===== config.mk =====
export PLATFORM = sky130hd
export DESIGN_NAME = pit_channel
export DESIGN_NICKNAME = d
export VERILOG_FILES = /design/src/rtl/pit_pkg.sv /design/src/rtl/pit_hostif.sv /design/src/rtl/pit_core.sv /design/src/rtl/pit_channel.sv
export SDC_FILE = /design/constraint.sdc
export NUM_CORES = 1
export LEC_CHECK = 0
export BUFFER_PORTS_ARGS = -buffer_cell sky130_fd_sc_hd__buf_2
export CORE_MARGIN = 10
export CORE_UTILIZATION = 30
export CTS_BUF_LIST = sky130_fd_sc_hd__clkbuf_16
export DETAILED_ROUTE_END_ITERATION = 8
export MAX_ROUTING_LAYER = met4
export PLACE_DENSITY = 0.55
export SLEW_MARGIN = 5
export SYNTH_ARGS = -nofsm -noshare
export SYNTH_HDL_FRONTEND = slang
export SYNTH_HIERARCHICAL = 1
export SYNTH_SLANG_ARGS = --single-unit

===== constraint.sdc =====
create_clock -name clk -period 7.69 [get_ports clk]
set_clock_uncertainty 0.15 [all_clocks]
set_input_delay 1.1535 -clock clk [delete_from_list [all_inputs] [get_ports clk]]
set_output_delay 1.1535 -clock clk [all_outputs]
set_load 0.02 [all_outputs]

===== src/rtl/pit_pkg.sv =====
package pit_pkg;

   // Counting modes; the codes are the values of the control byte mode field.
   typedef enum logic [2:0] {
      PM_TERM    = 3'd0,
      PM_ONESHOT = 3'd1,
      PM_RATE    = 3'd2,
      PM_SQUARE  = 3'd3,
      PM_SWSTB   = 3'd4,
      PM_HWSTB   = 3'd5
   } pit_mode_e;

   // Count loading styles; the codes are the values of the control byte load field.
   typedef enum logic [1:0] {
      PA_NONE = 2'd0,
      PA_LO   = 2'd1,
      PA_HI   = 2'd2,
      PA_LOHI = 2'd3
   } pit_acc_e;

   localparam int MODE_LSB = 0;
   localparam int MODE_W   = 3;
   localparam int ACC_LSB  = 3;
   localparam int ACC_W    = 2;
   localparam int MODE_MAX = 5;

   // Modes in which a low gate level pauses counting.
   function automatic logic mode_is_gated(pit_mode_e m);
      return (m == PM_TERM) || (m == PM_RATE) || (m == PM_SQUARE) || (m == PM_SWSTB);
   endfunction

endpackage


===== src/rtl/pit_hostif.sv =====
module pit_hostif
   import pit_pkg::*;
#(
   parameter int BYTE_W = 8
) (
   input  logic                  clk,
   input  logic                  rst_n,
   input  logic                  wr_en,
   input  logic                  wr_ctl,
   input  logic [BYTE_W-1:0]     wr_data,
   output pit_mode_e             mode_o,
   output logic                  ctl_we_o,
   output pit_mode_e             ctl_mode_o,
   output logic [2*BYTE_W-1:0]   reload_o,
   output logic                  cnt_done_o,
   output logic                  lsb_hold_o
);

   localparam int NLANE = 2;

   logic [MODE_W-1:0] f_mode;
   logic [ACC_W-1:0]  f_acc;
   logic              ctl_ok;
   logic              cnt_we;
   pit_mode_e         mode_q;
   pit_acc_e          acc_q;
   logic              hi_next_q;
   logic [NLANE-1:0]  lane_hit;
   logic [NLANE-1:0]  lane_clr;
   logic [BYTE_W-1:0] lane_q [NLANE];

   assign f_mode     = wr_data[MODE_LSB +: MODE_W];
   assign f_acc      = wr_data[ACC_LSB +: ACC_W];
   assign ctl_ok     = (f_mode <= MODE_W'(MODE_MAX)) && (f_acc != '0);
   assign ctl_we_o   = wr_en & wr_ctl & ctl_ok;
   assign ctl_mode_o = pit_mode_e'(f_mode);
   assign cnt_we     = wr_en & ~wr_ctl;
   assign mode_o     = mode_q;

   always_ff @(posedge clk or negedge rst_n) begin
      if (!rst_n) begin
         mode_q    <= PM_TERM;
         acc_q     <= PA_NONE;
         hi_next_q <= 1'b0;
      end else if (ctl_we_o) begin
         mode_q    <= ctl_mode_o;
         acc_q     <= pit_acc_e'(f_acc);
         hi_next_q <= 1'b0;
      end else if (cnt_we && acc_q == PA_LOHI) begin
         hi_next_q <= ~hi_next_q;
      end
   end

   assign lane_hit[0] = cnt_we & ((acc_q == PA_LO) | ((acc_q == PA_LOHI) & ~hi_next_q));
   assign lane_hit[1] = cnt_we & ((acc_q == PA_HI) | ((acc_q == PA_LOHI) &  hi_next_q));
   assign lane_clr[0] = cnt_we & (acc_q == PA_HI);
   assign lane_clr[1] = cnt_we & (acc_q == PA_LO);

   generate
      for (genvar g = 0; g < NLANE; g++) begin : g_lane
         always_ff @(posedge clk or negedge rst_n) begin
            if (!rst_n)           lane_q[g] <= '0;
            else if (lane_hit[g]) lane_q[g] <= wr_data;
            else if (lane_clr[g]) lane_q[g] <= '0;
         end
         assign reload_o[g*BYTE_W +: BYTE_W] = lane_q[g];
      end
   endgenerate

   assign cnt_done_o = cnt_we & ((acc_q == PA_LO) | (acc_q == PA_HI) |
                                 ((acc_q == PA_LOHI) & hi_next_q));
   assign lsb_hold_o = cnt_we & (acc_q == PA_LOHI) & ~hi_next_q;

   // a rejected control byte leaves the stored configuration untouched
   a_r2_bad_ctl_ignored: assert property (@(posedge clk) disable iff (!rst_n)
      (wr_en && wr_ctl && !ctl_ok) |=> ($stable(mode_q) && $stable(acc_q)));

   // without an accepted control byte no count write completes
   a_r1_no_count_unconfigured: assert property (@(posedge clk) disable iff (!rst_n)
      (acc_q == PA_NONE) |-> !(cnt_done_o || lsb_hold_o));

endmodule


===== src/rtl/pit_core.sv =====
module pit_core
   import pit_pkg::*;
#(
   parameter int CNT_W = 16
) (
   input  logic             clk,
   input  logic             rst_n,
   input  logic             gate,
   input  pit_mode_e        mode,
   input  logic             ctl_we,
   input  pit_mode_e        ctl_mode,
   input  logic [CNT_W-1:0] reload,
   input  logic             cnt_done,
   input  logic             lsb_hold,
   output logic             out_o
);

   localparam int VW = CNT_W + 1;
   localparam logic [VW-1:0] FULL = {1'b1, {CNT_W{1'b0}}};

   logic [VW-1:0] span, eff, hi_len, lo_len, cnt_q;
   logic out_q, run_q, armed_q, pend_q, halt_q, stb_q, gate_q;
   logic gated, wrap, rise, fire, tick, last;

   assign span   = (reload == '0) ? FULL : {1'b0, reload};
   assign wrap   = (mode == PM_RATE) || (mode == PM_SQUARE);
   assign eff    = (wrap && span == VW'(1)) ? VW'(2) : span;
   assign hi_len = (eff + VW'(1)) >> 1;
   assign lo_len = eff >> 1;
   assign gated  = mode_is_gated(mode);
   assign rise   = gate & ~gate_q;
   assign fire   = ~gated & armed_q & rise & ~halt_q;
   assign tick   = run_q & ~halt_q & ~lsb_hold & (~gated | gate);
   assign last   = (cnt_q == VW'(1));
   assign out_o  = out_q;

   always_ff @(posedge clk or negedge rst_n) begin
      if (!rst_n) begin
         cnt_q   <= '0;
         out_q   <= 1'b1;
         run_q   <= 1'b0;
         armed_q <= 1'b0;
         pend_q  <= 1'b0;
         halt_q  <= 1'b0;
         stb_q   <= 1'b0;
         gate_q  <= 1'b0;
      end else begin
         gate_q <= gate;
         stb_q  <= 1'b0;
         if (stb_q) out_q <= 1'b1;
         if (ctl_we) begin
            out_q   <= (ctl_mode != PM_TERM);
            run_q   <= 1'b0;
            armed_q <= 1'b0;
            pend_q  <= 1'b0;
            halt_q  <= 1'b0;
         end else begin
            if (pend_q) begin
               cnt_q  <= (mode == PM_SQUARE) ? hi_len : eff;
               run_q  <= 1'b1;
               pend_q <= 1'b0;
               if (mode != PM_TERM) out_q <= 1'b1;
            end else if (fire) begin
               cnt_q <= eff;
               run_q <= 1'b1;
               out_q <= (mode != PM_ONESHOT);
            end else if (tick) begin
               case (mode)
                  PM_RATE: begin
                     if (cnt_q == VW'(2)) begin
                        cnt_q <= VW'(1);
                        out_q <= 1'b0;
                     end else if (last) begin
                        cnt_q <= eff;
                        out_q <= 1'b1;
                     end else begin
                        cnt_q <= cnt_q - VW'(1);
                     end
                  end
                  PM_SQUARE: begin
                     if (last) begin
                        out_q <= ~out_q;
                        cnt_q <= out_q ? lo_len : hi_len;
                     end else begin
                        cnt_q <= cnt_q - VW'(1);
                     end
                  end
                  default: begin
                     if (last) begin
                        cnt_q <= '0;
                        run_q <= 1'b0;
                        if (mode == PM_SWSTB || mode == PM_HWSTB) begin
                           out_q <= 1'b0;
                           stb_q <= 1'b1;
                        end else begin
                           out_q <= 1'b1;
                        end
                     end else begin
                        cnt_q <= cnt_q - VW'(1);
                     end
                  end
               endcase
            end
            if (lsb_hold) halt_q <= 1'b1;
            if (cnt_done) begin
               halt_q  <= 1'b0;
               armed_q <= 1'b1;
               if (gated) pend_q <= 1'b1;
               if (mode == PM_TERM) out_q <= 1'b0;
            end
         end
      end
   end

   // a running counter never holds zero (zero is only the idle value)
   a_r3_live_nonzero: assert property (@(posedge clk) disable iff (!rst_n)
      run_q |-> (cnt_q != '0));

   // a low gate in a gated mode freezes the count
   a_r12_gate_low_holds: assert property (@(posedge clk) disable iff (!rst_n)
      (run_q && gated && !gate && !ctl_we && !pend_q) |=> $stable(cnt_q));

   // while a two-byte load is half written the count does not move
   a_r4_halt_freezes: assert property (@(posedge clk) disable iff (!rst_n)
      (halt_q && !ctl_we && !pend_q) |=> $stable(cnt_q));

   // a strobe is low for exactly one clock
   a_r9_strobe_single: assert property (@(posedge clk) disable iff (!rst_n)
      ($fell(out_q) && (mode == PM_SWSTB || mode == PM_HWSTB) && !ctl_we) |=> out_q);

   // the rate pulse lasts one counting clock
   a_r7_rate_low_one: assert property (@(posedge clk) disable iff (!rst_n)
      (mode == PM_RATE && run_q && !out_q && gate && !halt_q && !lsb_hold && !ctl_we)
      |=> out_q);

   // in mode 0 the output is low for as long as the count runs
   a_r5_term_low_while_running: assert property (@(posedge clk) disable iff (!rst_n)
      (mode == PM_TERM && run_q) |-> !out_q);

endmodule


===== src/rtl/pit_channel.sv =====
module pit_channel
   import pit_pkg::*;
#(
   parameter int BYTE_W    = 8,
   parameter bit GATE_SYNC = 1'b0
) (
   input  logic              clk,
   input  logic              rst_n,
   input  logic              gate,
   input  logic              wr_en,
   input  logic              wr_ctl,
   input  logic [BYTE_W-1:0] wr_data,
   output logic              out
);

   localparam int CNT_W = 2 * BYTE_W;

   initial begin
      assert (BYTE_W >= ACC_LSB + ACC_W)
         else $error("pit_channel: BYTE_W too narrow for the control fields");
   end

   logic              gate_c;
   pit_mode_e         mode;
   pit_mode_e         ctl_mode;
   logic              ctl_we;
   logic [CNT_W-1:0]  reload;
   logic              cnt_done;
   logic              lsb_hold;

   generate
      if (GATE_SYNC) begin : g_sync
         logic [1:0] sync_q;
         always_ff @(posedge clk or negedge rst_n) begin
            if (!rst_n) sync_q <= '0;
            else        sync_q <= {sync_q[0], gate};
         end
         assign gate_c = sync_q[1];
      end else begin : g_direct
         assign gate_c = gate;
      end
   endgenerate

   pit_hostif #(.BYTE_W(BYTE_W)) u_host (
      .clk        (clk),
      .rst_n      (rst_n),
      .wr_en      (wr_en),
      .wr_ctl     (wr_ctl),
      .wr_data    (wr_data),
      .mode_o     (mode),
      .ctl_we_o   (ctl_we),
      .ctl_mode_o (ctl_mode),
      .reload_o   (reload),
      .cnt_done_o (cnt_done),
      .lsb_hold_o (lsb_hold)
   );

   pit_core #(.CNT_W(CNT_W)) u_core (
      .clk      (clk),
      .rst_n    (rst_n),
      .gate     (gate_c),
      .mode     (mode),
      .ctl_we   (ctl_we),
      .ctl_mode (ctl_mode),
      .reload   (reload),
      .cnt_done (cnt_done),
      .lsb_hold (lsb_hold),
      .out_o    (out)
   );

endmodule


# Word-level counts from Yosys, hierarchy flattened
# Index checks and enable logic that the tools add are counted.
[totals]
regBits = 46
wordCells = 137
[op_classes]
eq_ne = 12
bitwise = 32
mux = 53
order_cmp = 1
add_sub_neg = 2
n_reduce_logical = 24
[ops]
columns = ["operator", "n"]
rows = [
  ["two-way mux 17 bit", 10],
  ["two-way mux 1 bit", 36],
  ["equality test 17 x 1 -> 1 bit (second input constant)", 2],
  ["case mux 17 bit (2 select lines)", 1],
  ["two-way mux 8 bit", 4],
  ["AND 1 bit", 19],
  ["adder 17 x 1 -> 17 bit (second input constant)", 1],
  ["equality test 17 x 2 -> 1 bit (second input constant)", 1],
  ["subtractor 17 x 1 -> 17 bit (second input constant)", 1],
  ["logical NOT 16 bit", 1],
  ["two-way mux 16 bit", 1],
  ["nonzero test 3 bit", 4],
  ["nonzero test 2 bit", 5],
  ["NOT 1 bit", 8],
  ["nonzero test 4 bit", 2],
  ["equality test 3 x 2 -> 1 bit (second input constant)", 2],
  ["equality test 3 bit (second input constant)", 2],
  ["logical OR 1 bit", 5],
  ["OR 1 bit", 5],
  ["equality test 2 bit (second input constant)", 2],
  ["inequality test 4 x 1 -> 1 bit (second input constant)", 1],
  ["<= comparator 3 bit (second input constant)", 1],
  ["logical AND 1 bit", 3],
  ["logical NOT 3 bit", 1],
  ["other kinds (6)", 6],
]

# Depth between registers and ports, before layout
[logic_depth]
word_depth = 13
depth_mapped = 13
depth_no_buf = 11

# By module
# The synthesis kept the hierarchy.
[modules_own_cells]
columns = ["mod", "area_per_inst_um2", "cells_per_inst", "n_inst"]
rows = [
  ["pit_core", 3024.2, 400, 1],
  ["pit_hostif", 930.9, 68, 1],
]

# Least setup slack after synthesis
# OpenSTA, ideal clock, no wires.
[synth_timing]
kind = "input to register"
from = "in wr_ctl"
to = "reg u_core.cnt_q[1]"
setup_time_ns = 0.135
setup_slack_ns = 4.805
stages = 9
arrival_time_ns = 2.600
cell_sequence = "nand2b_1 > nor2_1 > nor2_1 > o211ai_4 > a31o_2 > buf_2 > buf_2 > a32oi_1 > o211ai_1"
[synth_between]
elab_chain_len = 9
elab_cells_between_ends = 12
classes_between = "bitwise: 10; reduce/logical: 2"
[synth_rtl]
columns = ["element", "line", "rtl"]
rows = [
  ["from (decl)", "pit_channel.sv:11", "input logic wr_ctl,"],
  ["NOT 1 bit", "pit_hostif.sv:37", "assign cnt_we = wr_en & ~wr_ctl;"],
  ["AND 1 bit", "pit_hostif.sv:37", ""],
  ["AND 1 bit (2 in series)", "pit_hostif.sv:72", "assign lsb_hold_o = cnt_we & (acc_q == PA_LOHI) & ~hi_next_q;"],
  ["net lsb_hold", "pit_channel.sv:29", "logic lsb_hold;"],
  ["NOT 1 bit", "pit_core.sv:33", "assign tick = run_q & ~halt_q & ~lsb_hold & (~gated | gate);"],
  ["AND 1 bit (2 in series)", "pit_core.sv:33", ""],
  ["nonzero test 3 bit (no line)", "n/a", ""],
  ["AND reduction 2 bit (no line)", "n/a", ""],
  ["to (signal assigned)", "pit_core.sv:59", "cnt_q <= (mode == PM_SQUARE) ? hi_len : eff;"],
  ["to (signal assigned)", "pit_core.sv:77", "cnt_q <= cnt_q - VW'(1);"],
  ["to (signal assigned)", "pit_core.sv:83", "cnt_q <= out_q ? lo_len : hi_len;"],
  ["to (decl)", "pit_core.sv:21", "logic [VW-1:0] span, eff, hi_len, lo_len, cnt_q;"],
]
# The timed path passes the listed nets, and every way through them passes these cells.
# A chain may end at the register's enable or synchronous reset.

# Final worst setup path
[layout_timing]
from = "reg u_host.mode_q[2] (netlist: u_host/mode_o[2])"
to = "reg u_core.cnt_q[9]"
[layout_between]
elab_chain_len = 11
elab_cells_between_ends = 28
classes_between = "add/sub: 1; eq/ne: 3; mux: 10; bitwise: 6; reduce/logical: 8"
[layout_rtl]
columns = ["element", "line", "rtl"]
rows = [
  ["from (decl)", "pit_hostif.sv:25", "pit_mode_e mode_q;"],
  ["from (signal assigned)", "pit_hostif.sv:46", "mode_q <= ctl_mode_o;"],
  ["equality test 3 x 2 -> 1 bit, on equally long branches", "n/a", ""],
  ["logical OR 1 bit", "pit_core.sv:26", "assign wrap = (mode == PM_RATE) || (mode == PM_SQUARE);"],
  ["logical AND 1 bit", "pit_core.sv:27", "assign eff = (wrap && span == VW'(1)) ? VW'(2) : span;"],
  ["two-way mux 17 bit", "pit_core.sv:27", ""],
  ["adder 17 x 1 -> 17 bit", "pit_core.sv:28", "assign hi_len = (eff + VW'(1)) >> 1;"],
  ["two-way mux 16 bit", "pit_core.sv:83", ""],
  ["two-way mux 17 bit", "pit_core.sv:81", "if (last) begin"],
  ["case mux 17 bit (2 select lines)", "pit_core.sv:68", "case (mode)"],
  ["two-way mux 17 bit", "pit_core.sv:67", "end else if (tick) begin"],
  ["two-way mux 17 bit", "pit_core.sv:63", "end else if (fire) begin"],
  ["two-way mux 17 bit", "pit_core.sv:58", "if (pend_q) begin"],
]
# Several ways; a longest one is shown, not always the timed one. The select of a mux whose other input is x is not followed.

==> insert_results.sql <==
INSERT INTO impl_metrics (metric_group, metric, value, unit) VALUES
('global_routing', 'vias_in_the_first_global_route', '3587', ''),
('worst_setup_path', 'critical_path.startpoint_type', 'register', ''),
('synthesis', 'synthXorXnorAreaFrac', '5.98', '%'),
('cells_and_area', 'final_net_count', '473', ''),
('cells_and_area', 'finish.instance_area', '0.00422', 'mm^2'),
('synthesis', 'netlist.area_leader.share', '28.5', '%'),
('synthesis', 'synth_simple_gate_area_share', '25.5', '%'),
('worst_setup_path', 'endpoint_kind', 'register', ''),
('sta', 'pin_slew_with_the_least_headroom_to_its_limit', '1.13', 'ns'),
('sta', 'report.final.hold_viol_count', '0', ''),
('synthesis', 'synth_seq_cells', '46', ''),
('worst_setup_path', 'worst_path_largest_cell_delay', '0.44', 'ns'),
('clock_tree', 'post_cts_hold_buffer_count', '0', ''),
('outcome', 'status', 'completed', ''),
('min_path', 'startpoint_of_the_worst_hold_path', 'u_core/armed_q', ''),
('placed_design', 'buffer_ports.inserted', '13', ''),
('floorplanning', 'fp-row-count', '41', ''),
('synthesis', 'synth.top_cells.by_area', 'sky130_fd_sc_hd__dfrtp_1, sky130_fd_sc_hd__nand2_1, sky130_fd_sc_hd__a21oi_1', ''),
('synthesis', 'asyncSetResetFlopFracSynth', '100', '%'),
('floorplanning', 'coreArea', '0.0128', 'mm^2'),
('sta', 'layout_min_cycle_time', '3.24', 'ns'),
('placed_design', 'dpl_cell_area', '0.00407', 'mm^2'),
('floorplanning', 'die_extent_in_x', '135', 'um'),
('routing', 'dr.first_iter.drc_count', '408', ''),
('synthesis', 'synth.yosys.seq_area_share', '29.1', '%'),
('floorplanning', 'die_y', '135', 'um'),
('synthesis', 'netlist-cell-type-count', '78', ''),
('clock_tree', 'clock_sinks', '46', ''),
('clock_tree', 'clock_tree.buffer_depth', '2', ''),
('synthesis', 'post_synthesis_area_per_instance', '8.45', 'um^2'),
('worst_setup_path', 'timing.rr.start', 'u_host/mode_o[2]', ''),
('worst_setup_path', 'worstReg2RegEnd', 'u_core/cnt_q[9]', ''),
('sta', 'fin_crit_sh', '42.1', '%'),
('sta', 'rsz0062_at_grt', 'false', ''),
('sta', 'timing_max_transition_violations_final', '0', ''),
('clock_tree', 'cts_max_level', '2', ''),
('power_and_ir_drop', 'worst_ir_drop_vdd', '187', 'uV'),
('cells_and_area', 'num_antenna_cells', '0', ''),
('routing', 'detailroute.via_count', '3865', ''),
('sta', 'final.setup.tns', '0', 'ns'),
('worst_setup_path', 'r2r_cells', '9', ''),
('worst_setup_path', 'setup.reg_to_reg.worst_slack', '4.45', 'ns'),
('synthesis', 'synth_fa_ha_area_share', '2.21', '%'),
('synthesis', 'synthesis.area', '0.00396', 'mm^2'),
('min_path', 'worstHoldPathType', 'register to register', ''),
('clock_tree', 'worst_path_clk_slew', '0.07', 'ns'),
('clock_tree', 'root_buffer', 'sky130_fd_sc_hd__clkbuf_16', ''),
('power_and_ir_drop', 'power_density', '333', 'mW/mm^2'),
('synthesis', 'syn-num-nets', '488', ''),
('worst_setup_path', 'worstPathRequired', '7.71', 'ns'),
('worst_setup_path', 'cp_slowest_cell', 'sky130_fd_sc_hd__dfrtp_1', ''),
('placed_design', 'gpl.final_weighted_congestion', '0.974', ''),
('synthesis', 'number_of_enable_type_register_cells_in_the_synthesized_netlist', '0', ''),
('placed_design', 'detailed_place_hpwl', '9450', 'um'),
('cells_and_area', 'layout_cells_sized_above_1', '11.7', '%'),
('clock_tree', 'numCtsBuffers', '5', ''),
('global_routing', 'grt_first_pass_wirelength', '21100', 'um'),
('global_routing', 'largest_net_degree_at_the_start_of_global_routing', '47', ''),
('power_and_ir_drop', 'leakagePower', '0.00152', 'uW'),
('floorplanning', 'top_level_ports', '14', ''),
('clock_tree', 'postCtsSetupRepairBufs', '0', ''),
('min_path', 'min_to', 'u_core/armed_q', ''),
('synthesis', 'ys.flop_type', 'sky130_fd_sc_hd__dfrtp_1', ''),
('routing', 'first_pass_iters', '7', ''),
('floorplanning', 'initial_util', '31.0', '%'),
('routing', 'route.final.wire_length', '13200', 'um'),
('worst_setup_path', 'crit_type', 'register to register', ''),
('routing', 'drt.antenna.violating_nets', '0', ''),
('worst_setup_path', 'crit_fanout', '9', ''),
('min_path', 'min_delay_path_depth', '2', ''),
('routing', 'detail_route.drc_violations', '0', '');
-- power breakdown --
| part | internal (uW) | total (uW) | switching (uW) |
|---|---|---|---|
| clock | 124 | 230 | 106 |
| sequential | 329 | 557 | 228 |
| combinational | 260 | 620 | 360 |
| total | 713 | 1410 | 694 |
-- kinds of logic after synthesis --
kind of cell,Yosys count
buffers and inverters,51
AND/OR/NAND/NOR,173
AO/OA/AOI/OAI,153
XOR/XNOR,27
adder cells (fa/ha/maj),7
multiplexers,11
flip-flops,46
-- layer usage --
| layer | vias up | global-route usage, % | part of all wire, % |
|---|---|---|---|
| li1 | 1756 | - | - |
| met1 | 1881 | 20.5 | 46 |
| met2 | 205 | 21.6 | 44 |
| met3 | 23 | 2.00 | 7.8 |
| met4 | 0 | 3.93 | 1.8 |
| met5 | - | - | 0 |
-- sequential cells by signal (all words and copies together), names as in the netlist --
name	flops
u_core/cnt_q	17
u_host/reload_o	16
u_host/mode_o	3
u_host/acc_q	2
u_core/armed_q	1
u_core/gate_q	1
u_core/halt_q	1
u_core/out_o	1
u_core/pend_q	1
u_core/run_q	1
u_core/stb_q	1
u_host/hi_next_q	1
-- per-stage QoR --
stage	total power (uW)	setup slack (ns)	util (%)	std cells	hold slack [ns]
after floorplan	978	4.81	-	468	0.309
after detailed placement	1160	4.32	31.9	618	0.347
after global placement	1150	4.43	31.9	618	0.337
after CTS	1390	4.57	33.0	626	0.362
after global routing	1500	4.24	33.0	626	0.406
final	1410	4.45	33.0	626	0.354
-- cell type report --
type | instances | area (um^2) | area share (%)
Clock buffer | 5 | 125 | 2.96
Clock inverter | 3 | 26.3 | 0.623
Inverter | 16 | 60.1 | 1.42
Multi-Input combinational cell | 371 | 2580 | 61.0
Sequential cell | 46 | 1150 | 27.3
Tap cell | 172 | 215 | 5.10
Timing Repair Buffer | 13 | 65.1 | 1.54
-- worst max path at each step --
| stage | startpoint | to | slack, ns | depth (start not counted) |
|---|---|---|---|---|
| after floorplan | wr_ctl | u_core/cnt_q[1] | 4.81 | 9 |
| after global placement | gate | u_core/cnt_q[12] | 4.43 | 7 |
| after detailed placement | wr_ctl | u_core/cnt_q[12] | 4.32 | 9 |
| after CTS | u_host/mode_o[2] | u_core/cnt_q[9] | 4.57 | 9 |
| after global routing | u_host/mode_o[1] | u_core/cnt_q[9] | 4.24 | 9 |
| final | u_host/mode_o[2] | u_core/cnt_q[9] | 4.45 | 9 |
-- placed cells by master, fill, tap and decap left out, types with 6 or more instances in the layout --
cell	synthesis	layout
sky130_fd_sc_hd__xnor2_1	16	16
sky130_fd_sc_hd__nand4_1	6	6
sky130_fd_sc_hd__nor2_1	40	40
sky130_fd_sc_hd__a31oi_1	7	7
sky130_fd_sc_hd__inv_1	16	16
sky130_fd_sc_hd__nand3_1	11	11
sky130_fd_sc_hd__o21ai_1	6	6
sky130_fd_sc_hd__nor3_1	8	8
sky130_fd_sc_hd__o221ai_1	9	9
sky130_fd_sc_hd__xor2_1	11	11
sky130_fd_sc_hd__a22o_1	16	16
sky130_fd_sc_hd__mux2_2	6	6
sky130_fd_sc_hd__buf_2	10	13
sky130_fd_sc_hd__nand2_1	43	43
sky130_fd_sc_hd__nand2b_1	7	7
sky130_fd_sc_hd__o211ai_1	7	7
sky130_fd_sc_hd__o21ai_0	22	22
sky130_fd_sc_hd__o311ai_0	6	6
sky130_fd_sc_hd__nor4_1	14	14
sky130_fd_sc_hd__dfrtp_1	45	45
sky130_fd_sc_hd__ha_1	7	7
sky130_fd_sc_hd__a21oi_1	31	31
-- cells in the mapped netlist, types with 5 or more instances --
cell	n
sky130_fd_sc_hd__a21oi_1	31
sky130_fd_sc_hd__a22o_1	16
sky130_fd_sc_hd__mux2_2	6
sky130_fd_sc_hd__o21ai_1	6
sky130_fd_sc_hd__inv_1	16
sky130_fd_sc_hd__o221ai_1	9
sky130_fd_sc_hd__buf_2	10
sky130_fd_sc_hd__nand4_1	6
sky130_fd_sc_hd__a32oi_1	5
sky130_fd_sc_hd__xnor2_1	16
sky130_fd_sc_hd__a31oi_1	7
sky130_fd_sc_hd__xor2_1	11
sky130_fd_sc_hd__clkbuf_1	19
sky130_fd_sc_hd__and3_1	5
sky130_fd_sc_hd__nor2_1	40
sky130_fd_sc_hd__ha_1	7
sky130_fd_sc_hd__nor3_1	8
sky130_fd_sc_hd__a211oi_1	5
sky130_fd_sc_hd__o311ai_0	6
sky130_fd_sc_hd__o21ai_0	22
sky130_fd_sc_hd__dfrtp_1	45
sky130_fd_sc_hd__o211ai_1	7
sky130_fd_sc_hd__nand2_1	43
sky130_fd_sc_hd__nor4_1	14
sky130_fd_sc_hd__nand2b_1	7
sky130_fd_sc_hd__nand3_1	11
-- critical path: cells and delay by family, from the launching register on --
| kind | cells | cell delay [ns] |
|---|---|---|
| buffers and inverters | 1 | 0.09 |
| flip-flops | 1 | 0.44 |
| AND/OR/NAND/NOR | 3 | 1.03 |
| AO/OA/AOI/OAI | 4 | 1.09 |
| adder cells (fa/ha/maj) | 1 | 0.32 |
(Power assumes the default switching activity.)
